<file path="src/rtl/gpio_trig_pkg.sv">
package gpio_trig_pkg;
  localparam int unsigned DW = 8;
  localparam int unsigned AW = 8;
  localparam logic [AW-1:0] ADR_PEND = 8'h2A;
  localparam logic [AW-1:0] ADR_MASK = 8'h2D;
  localparam logic [AW-1:0] ADR_TRIG = 8'h2E;
  localparam logic [AW-1:0] ADR_STAT = 8'h2F;

  typedef enum logic [2:0] {
    SEL_NONE,
    SEL_PEND,
    SEL_MASK,
    SEL_TRIG,
    SEL_STAT
  } reg_sel_e;

  function automatic reg_sel_e decode_addr(input logic [AW-1:0] a);
    case (a)
      ADR_PEND: decode_addr = SEL_PEND;
      ADR_MASK: decode_addr = SEL_MASK;
      ADR_TRIG: decode_addr = SEL_TRIG;
      ADR_STAT: decode_addr = SEL_STAT;
      default:  decode_addr = SEL_NONE;
    endcase
  endfunction
endpackage

</file>
<file path="src/rtl/gpio_in_sync.sv">
module gpio_in_sync #(
  parameter int unsigned N = 7
) (
  input  logic         clk,
  input  logic         rst_n,
  input  logic [N-1:0] pin_in,
  output logic [N-1:0] sync_o,
  output logic [N-1:0] rise_o
);
  for (genvar i = 0; i < N; i++) begin : g_pin
    logic meta_q, stab_q, prev_q;
    logic meta_d, stab_d, prev_d;

    always_comb begin
      meta_d = pin_in[i];
      stab_d = meta_q;
      prev_d = stab_q;
    end

    always_ff @(posedge clk or negedge rst_n) begin
      if (!rst_n) begin
        meta_q <= 1'b0;
        stab_q <= 1'b0;
        prev_q <= 1'b0;
      end else begin
        meta_q <= meta_d;
        stab_q <= stab_d;
        prev_q <= prev_d;
      end
    end

    assign sync_o[i] = stab_q;
    assign rise_o[i] = stab_q & ~prev_q;
  end
endmodule

</file>
<file path="src/rtl/gpio_pin_cell.sv">
module gpio_pin_cell (
  input  logic clk,
  input  logic rst_n,
  input  logic is_out,
  input  logic edge_mode,
  input  logic sync_v,
  input  logic rise,
  input  logic clr_rd,
  input  logic wr_stat,
  input  logic wr_bit,
  output logic edge_o,
  output logic out_o,
  output logic view_o
);
  logic edge_q, edge_d;
  logic out_q, out_d, out_en;

  always_comb begin
    if (edge_mode && !is_out) begin
      edge_d = rise | (edge_q & ~clr_rd);
    end else begin
      edge_d = 1'b0;
    end
    out_en = wr_stat & is_out;
    out_d  = wr_bit;
  end

  always_ff @(posedge clk or negedge rst_n) begin
    if (!rst_n) begin
      edge_q <= 1'b0;
      out_q  <= 1'b0;
    end else begin
      edge_q <= edge_d;
      if (out_en) begin
        out_q <= out_d;
      end
    end
  end

  always_comb begin
    if (is_out) begin
      view_o = out_q;
    end else if (edge_mode) begin
      view_o = edge_q;
    end else begin
      view_o = sync_v;
    end
  end

  assign edge_o = edge_q;
  assign out_o  = out_q;
endmodule

</file>
<file path="src/rtl/gpio_cfg_regs.sv">
module gpio_cfg_regs
  import gpio_trig_pkg::*;
#(
  parameter int unsigned N = 7
) (
  input  logic          clk,
  input  logic          rst_n,
  input  logic [AW-1:0] reg_addr,
  input  logic          reg_wr,
  input  logic          reg_rd,
  input  logic [DW-1:0] reg_wdata,
  input  logic [N-1:0]  view,
  input  logic [N-1:0]  pend,
  output logic [N-1:0]  trig_q,
  output logic [N-1:0]  mask_q,
  output logic          stat_wr,
  output logic          stat_rd,
  output logic [DW-1:0] reg_rdata
);
  localparam int unsigned PADW = DW - N;

  reg_sel_e     sel;
  logic         trig_en, mask_en;
  logic [N-1:0] trig_d, mask_d;
  logic [N-1:0] rd_vec;

  always_comb begin
    sel     = decode_addr(reg_addr);
    trig_en = reg_wr && (sel == SEL_TRIG);
    mask_en = reg_wr && (sel == SEL_MASK);
    stat_wr = reg_wr && (sel == SEL_STAT);
    stat_rd = reg_rd && (sel == SEL_STAT);
    trig_d  = reg_wdata[N-1:0];
    mask_d  = reg_wdata[N-1:0];
  end

  always_ff @(posedge clk or negedge rst_n) begin
    if (!rst_n) begin
      trig_q <= '0;
      mask_q <= '1;
    end else begin
      if (trig_en) begin
        trig_q <= trig_d;
      end
      if (mask_en) begin
        mask_q <= mask_d;
      end
    end
  end

  always_comb begin
    case (sel)
      SEL_PEND: rd_vec = pend;
      SEL_MASK: rd_vec = mask_q;
      SEL_TRIG: rd_vec = trig_q;
      SEL_STAT: rd_vec = view;
      default:  rd_vec = '0;
    endcase
    reg_rdata = {{PADW{1'b0}}, rd_vec};
  end
endmodule

</file>
<file path="src/rtl/gpio_trig_bank.sv">
module gpio_trig_bank
  import gpio_trig_pkg::*;
#(
  parameter int unsigned N = 7
) (
  input  logic          clk,
  input  logic          rst_n,
  input  logic [N-1:0]  pin_dir,
  input  logic [N-1:0]  pin_in,
  output logic [N-1:0]  pin_out,
  input  logic [AW-1:0] reg_addr,
  input  logic          reg_wr,
  input  logic          reg_rd,
  input  logic [DW-1:0] reg_wdata,
  output logic [DW-1:0] reg_rdata,
  output logic          irq
);
  logic         rst_meta_q, rst_ns;
  logic [N-1:0] sync_v, rise_v;
  logic [N-1:0] trig_q, mask_q;
  logic [N-1:0] edge_q, out_q, view, pend;
  logic         stat_wr, stat_rd;

  always_ff @(posedge clk or negedge rst_n) begin
    if (!rst_n) begin
      rst_meta_q <= 1'b0;
      rst_ns     <= 1'b0;
    end else begin
      rst_meta_q <= 1'b1;
      rst_ns     <= rst_meta_q;
    end
  end

  gpio_in_sync #(.N(N)) u_sync (
    .clk    (clk),
    .rst_n  (rst_ns),
    .pin_in (pin_in),
    .sync_o (sync_v),
    .rise_o (rise_v)
  );

  for (genvar i = 0; i < N; i++) begin : g_cell
    gpio_pin_cell u_cell (
      .clk       (clk),
      .rst_n     (rst_ns),
      .is_out    (pin_dir[i]),
      .edge_mode (trig_q[i]),
      .sync_v    (sync_v[i]),
      .rise      (rise_v[i]),
      .clr_rd    (stat_rd),
      .wr_stat   (stat_wr),
      .wr_bit    (reg_wdata[i]),
      .edge_o    (edge_q[i]),
      .out_o     (out_q[i]),
      .view_o    (view[i])
    );
  end

  assign pend    = view & ~pin_dir & ~mask_q;
  assign irq     = |pend;
  assign pin_out = out_q;

  gpio_cfg_regs #(.N(N)) u_cfg (
    .clk       (clk),
    .rst_n     (rst_ns),
    .reg_addr  (reg_addr),
    .reg_wr    (reg_wr),
    .reg_rd    (reg_rd),
    .reg_wdata (reg_wdata),
    .view      (view),
    .pend      (pend),
    .trig_q    (trig_q),
    .mask_q    (mask_q),
    .stat_wr   (stat_wr),
    .stat_rd   (stat_rd),
    .reg_rdata (reg_rdata)
  );
endmodule

</file>
<file path="config.mk">
export PLATFORM = sky130hd
export DESIGN_NAME = gpio_trig_bank
export DESIGN_NICKNAME = d
export VERILOG_FILES = /design/src/rtl/gpio_trig_pkg.sv /design/src/rtl/gpio_in_sync.sv /design/src/rtl/gpio_pin_cell.sv /design/src/rtl/gpio_cfg_regs.sv /design/src/rtl/gpio_trig_bank.sv
export SDC_FILE = /design/constraint.sdc
export NUM_CORES = 1
export LEC_CHECK = 0
export BUFFER_PORTS_ARGS = -buffer_cell sky130_fd_sc_hd__buf_2
export CORE_ASPECT_RATIO = 1.4
export CORE_MARGIN = 5
export CORE_UTILIZATION = 30
export DETAILED_ROUTE_END_ITERATION = 10
export GPL_TIMING_DRIVEN = 0
export HOLD_SLACK_MARGIN = 0.02
export MAX_ROUTING_LAYER = met4
export SLEW_MARGIN = 20
export SYNTH_ARGS = -nofsm -noshare
export SYNTH_HDL_FRONTEND = slang
export SYNTH_SLANG_ARGS = --single-unit
</file>
<file path="constraint.sdc">
create_clock -name clk -period 2 [get_ports clk]
set_input_delay 0.3 -clock clk [delete_from_list [all_inputs] [get_ports clk]]
set_output_delay 0.3 -clock clk [all_outputs]
set_load 0.01 [all_outputs]
</file>
==> Word-level counts from Yosys, hierarchy flattened <==
Cells that the tools add are included.
{ "word_totals": {"rom_bits": 0, "ram_bits": 0, "latch_bits": 0, "register_bits": 51, "word_cells": 129, "output_inout_bits": 16, "inputBits": 34, "n_memories": 0} }
{ "classes": {"n_addsub": 0, "mul": 0, "eq_ne": 8, "muxes": 23, "shifts": 0, "n_bitwise": 40, "div_mod_pow": 0, "magnitude_cmp": 0, "reduce_logical": 19} }
{ "ops": {"columns": ["cell", "n"], "rows": [
  ["$eq A8 B6 Y1 const B", 4],
  ["$pmux W7 S4", 1],
  ["$and A1 B1 Y1", 21],
  ["$mux W1", 21],
  ["$and A7 B7 Y7", 2],
  ["$not A7 Y7", 2],
  ["$pmux W3 S4", 1],
  ["$logic_and A1 B1 Y1", 11],
  ["$not A1 Y1", 8],
  ["$logic_not A1 Y1", 7],
  ["$or A1 B1 Y1", 7],
  ["$reduce_or A7 Y1", 1],
  ["$eq A3 B2 Y1 const B", 2],
  ["$eq A3 B1 Y1 const B", 1],
  ["$eq A3 B3 Y1 const B", 1]
]} }

==> Depth between registers and ports, before layout <==
{ "logic_depth": {"word_depth": 8, "depth_mapped": 6, "depth_no_buf": 4} }

==> Cells and area by module <==
A second synthesis with hierarchy kept.
{ "hier_totals": {"cells_unflattened": 200, "hier_area_um2": 2567.5} }
{ "by_module_without_submodules": {"columns": ["module", "cells_each", "seq_area_each_um2", "area_per_inst_um2", "instances"], "rows": [
  ["gpio_cfg_regs", 82, 359.1, 953.4, 1],
  ["gpio_pin_cell", 10, 50.0, 110.1, 7],
  ["gpio_in_sync", 35, 525.5, 674.4, 1],
  ["gpio_trig_bank", 13, 50.0, 168.9, 1]
]} }

==> Least setup slack after synthesis <==
OpenSTA, ideal clock, no wires.
{ "synth_timing": {"kind": "in2reg", "from": "input reg_addr[4]", "to": "register u_cfg.trig_q[0]", "path_buffers": 2, "t_required_ns": 1.875, "setup_slack_ns": 0.364, "arrival_time_ns": 1.511, "setup_time_ns": 0.125, "cell_stages": 6, "path_cell_list": "nor4b_4 and3_1 buf_6 and3_4 buf_12 mux2_4"} }
{ "synth_between": {"elab_chain_cells": 4, "elab_cells_between_ends": 7, "cone_classes": "eq/ne: 5; mux: 1; reduce/logical: 1"} }
{ "synth_rtl": {"columns": ["element", "line_no", "source"], "rows": [
  ["start: declaration", "gpio_trig_bank.sv:11", "input logic [AW-1:0] reg_addr,"],
  ["$eq A8 B6 Y1", "gpio_trig_pkg.sv:18", "case (a)"],
  ["$pmux W3 S4 *", "gpio_trig_pkg.sv:18", null],
  ["$eq A3 B2 Y1 *", "gpio_cfg_regs.sv:29", "trig_en = reg_wr && (sel == SEL_TRIG);"],
  ["$logic_and A1 B1 Y1 *", "gpio_cfg_regs.sv:29", null],
  ["end signal: assignment", "gpio_cfg_regs.sv:43", "trig_q <= trig_d;"],
  ["end: declaration", "gpio_cfg_regs.sv:14", "output logic [N-1:0] trig_q,"]
]} }
Every way passes the cells marked *; elsewhere a longest branch is shown, timed or not.
A chain may end at the register's enable or synchronous reset.

==> Final worst setup path <==
{ "layout_timing": {"from": "register u_cfg.trig_q[1]", "to": "output irq"} }
{ "layout_between": {"elab_chain_cells": 5} }
{ "layout_rtl": {"columns": ["element", "line_no", "source"], "rows": [
  ["$mux W1", "gpio_pin_cell.sv:43", "end else if (edge_mode) begin"],
  ["$mux W1", "gpio_pin_cell.sv:41", "if (is_out) begin"],
  ["$and A7 B7 Y7 (2 in a row)", "gpio_trig_bank.sv:59", "assign pend = view & ~pin_dir & ~mask_q;"],
  ["$reduce_or A7 Y1", "gpio_trig_bank.sv:60", "assign irq = |pend;"],
  ["end: declaration", "gpio_trig_bank.sv:16", "output logic irq"]
]} }
No other way between the ends.

==> results by group <==
Outcome
  – Status: finished with violations
  – Failing checks: setup timing

Clocking
  – Worst-path clk slew: 0.09 ns
  – H-tree depth: 2
  – CTS tree: built
  – Later-pin clock latency in the skew report: 0.29 ns
  – Root buffer cell: clkbuf_8
  – CTS buffer count: 5
  – CTS Buffer Depth: 2
  – CTS Sinks: 51

Logic synthesis
  – Seq/Total Area, Yosys: 55.1%
  – Synthesis-stage register bit count: 51
  – Synth area leader: dfrtp_1
  – Yosys warnings: 0
  – Syn_nets: 224
  – Synth Instances: 190
  – Post-synthesis cell area: 2330 um2
  – Ranking of synthesized cells by area: dfrtp_1 47%, mux2_2 9.7%, dfstp_2 7.9%, mux2_4 4.5%, mux2i_1 3.0%
  – Avg Synthesized Cell Area: 12.3 um2
  – Cell variety after synth: 37
  – Top-area cell type share of the netlist area: 47.2%

Flow run
  – Max-cap check violation count: 0

Worst setup path
  – Delay-heaviest family, CP: simple AND/OR/NAND/NOR gates
  – Setup CP Type: flip-flop to output port
  – Worst Path Required: 1.70 ns
  – Crit. End Element: output port
  – Worst path cell trace: mux2i_2 -> nor3_1 -> or4_1 -> buf_6
  – Worst EP arrival: 1.74 ns
  – Critical path's slowest cell: or4_1
  – Crit path buf inv count: 1
  – Slowest cell delay on critical path: 0.52 ns
  – CP Launch Type: flip-flop
  – Critical-path maximum fanout: 4

STA
  – Final WS setup: -0.0404 ns
  – Fmax: 0.490 GHz
  – RSZ-0062 raised after global routing: true
  – Max Slew Vio Count: 0
  – Final Cycle Share: 102%
  – Post-route minimum period: 2.04 ns
  – Total setup violations reported at the end of the flow: 1
  – Layout Skew: 0.00562 ns
  – Worst-Margin Slew: 0.547 ns
  – Setup Total Neg Slack: -0.0404 ns
  – Worst slew margin: 63.5%
  – Fin. Hold Viols: 0

Layout
  – Area growth syn-to-layout: 27.1%
  – Most frequent cells in the layout: 46 x buf_2, 43 x dfrtp_1, 16 x nand2_1, 16 x mux2_2, 16 x buf_4
  – Post-route cell area: 2960 um2
  – # diodes: 0
  – FILL cells: 742
  – Area occupied by multi-input gates: 985 um2
  – Nets: 286
  – FF+latch area: 1290 um2
  – Share of cells above drive strength 1: 48.6%
  – Most common library cell in the layout ignoring fill and taps: buf_2

Placed design
  – IO buf count: 46
  – Post-Place Cell Area: 2710 um2
  – Routability cong.: 0.863
  – DP Worst Slack: 0.0175 ns
  – DP HPWL: 3970 um

Global routing
  – Via count of the first global-routing pass: 1798
  – M3 GR Usage: 2.09%
  – Met2 usage: 20.0%
  – First-pass GRT wire length: 8840 um
  – Gr ovfl total: 0
  – Initial antenna violation count: 0
  – Total GRT Usage: 12.1%
  – Met1 Use GR: 13.7%
  – Largest net degree at the start of global routing: 33
  – Gr busiest metal: met2

Floorplan
  – Row Count: 38
  – Initial core utilization: 30.5%
  – # IOs: 50
  – Die footprint: 9660 um2
  – Die width: 84.5 um
  – Die H: 114 um
  – Core Area: 7650 um2

Drt
  – First-pass iteration count of the detailed router: 4
  – Vias per cell: 4.73
  – Drt total wl: 5380 um
  – Initial DRC count: 73
  – Vias: 1668
  – DRC errors left: 0
  – Routed wire per std cell: 15.2 um
  – ANT nets after route: 0

Pwr
  – Combinational fraction of design power: 9.9%
  – Pwr dens: 724 nW/um2
  – Peak VDD IR: 0.458 mV
  – Lkg Pwr: 1.39 nW
  – Internal: 1.69 mW
  – Sw frac: 21.3%
  – Power consumption: 2.15 mW
  – Seq pwr share: 51.7%
  – Switching pwr: 0.456 mW
  – Clock network power share: 38.4%

Min path
  – Worst hold path type: primary input to flip-flop
-- sequential cells by signal, summed over array words and instances (netlist names) --
| name | count |
|---|---|
| u_cfg.trig_q | 7 |
| rst_meta_q | 1 |
| rst_ns | 1 |
| u_cfg.mask_q | 7 |
| g_cell.u_cell.edge_o | 7 |
| g_cell.u_cell.out_o | 7 |
| u_sync.g_pin.meta_q | 7 |
| u_sync.g_pin.prev_d | 7 |
| u_sync.g_pin.prev_q | 7 |
-- layer usage --
| layer | wire, um | vias up | share of wire (%) |
|---|---|---|---|
| li1 | - | 792 | - |
| met1 | 2300 | 813 | 43 |
| met2 | 2720 | 48 | 51 |
| met3 | 147 | 15 | 2.7 |
| met4 | 204 | 0 | 3.8 |
| met5 | 0 | - | 0 |
-- synth_stat cells --
master	n
nand3_1	8
and3_1	3
o2bb2ai_1	2
nor3_1	3
nor2_1	4
nand2_1	18
nor2b_1	8
o21ai_0	9
and3_4	1
mux2_4	7
a22o_1	2
and2_2	1
o32ai_1	1
nand4_1	1
nand3b_2	1
or4_1	1
o31ai_1	1
o41ai_1	3
a31oi_1	1
o211ai_1	3
clkbuf_1	2
nor3b_1	7
dfrtp_1	44
dfstp_2	7
and3_2	1
buf_4	8
mux2i_1	7
buf_1	1
clkbuf_2	1
mux2_2	20
or2_2	1
buf_6	1
buf_2	1
conb_1	2
buf_12	1
a21oi_1	7
nor4b_4	1
-- kinds of logic after synthesis --
kind of cell | after synthesis | synth area share [%]
and+or+nand+nor | 59 | 14.6
AOI/OAI and AO/OA | 29 | 7.99
other | 2 | 0.322
DFF | 51 | 55.1
buffers and inverters | 15 | 4.83
muxes | 34 | 17.2
-- per-stage QoR --
stage | cells | utilization (%) | hold WS, ns
6_report | 353 | 38.7 | 0.0975
5_1_grt | 353 | 38.7 | 0.0807
4_1_cts | 352 | 38.3 | 0.0890
3_5_place_dp | 337 | 35.4 | 0.0867
3_3_place_gp | 336 | 35.1 | 0.0863
2_1_floorplan | 190 | - | 0.00441
-- repair_timing --
item / in CTS / in global routing
setup buffers: 7 / 1
hold endpoints to repair: 2 / 0
pin swaps: 1 / 1
hold buffers: 1 / 0
resized for setup: 8 / 8
endpoints found under the setup margin: 5 / 8
-- final cells by class --
cell class,instances,area share (%)
Multi-Input combinational cell,124,33.2
Sequential cell,51,43.4
Clock inverter,2,2.03
Timing Repair Buffer,56,11.0
Clock buffer,6,2.45
Tap cell,100,4.22
Buffer,14,3.67
-- worst reg2reg max path, cell delays in order, from the launching register on --
cell and delay, ns:
dfrtp_1 0.41, buf_4 0.14, buf_4 0.13, mux2_4 0.26
-- worst paths after layout --
path	from	endpoint	slack [ns]	cells past startpoint
max reg2reg	u_cfg.trig_q[5]	u_cfg.trig_q[5]	0.96	3
max in group asynchronous	rst_ns	u_cfg.mask_q[3]	1.22	1
max	u_cfg.trig_q[1]	irq	-0.04	4
min in group asynchronous	rst_ns	g_cell[2].u_cell.edge_o	0.20	0
min	pin_in[5]	u_sync.g_pin[5].meta_q	0.1	1
min reg2reg	rst_ns	g_cell[2].u_cell.edge_o	0.20	0
-- power by group through the flow --
stage / Sequential, mW / Combinational (mW) / Clock [mW]
after floorplan: 1.13 / 0.0987 / 0
after global placement: 1.14 / 0.165 / 0
after detailed placement: 1.13 / 0.185 / 0
after CTS: 1.11 / 0.207 / 0.850
after global routing: 1.12 / 0.236 / 0.893
final: 1.11 / 0.212 / 0.823
Power figures use the tool's default switching activity.
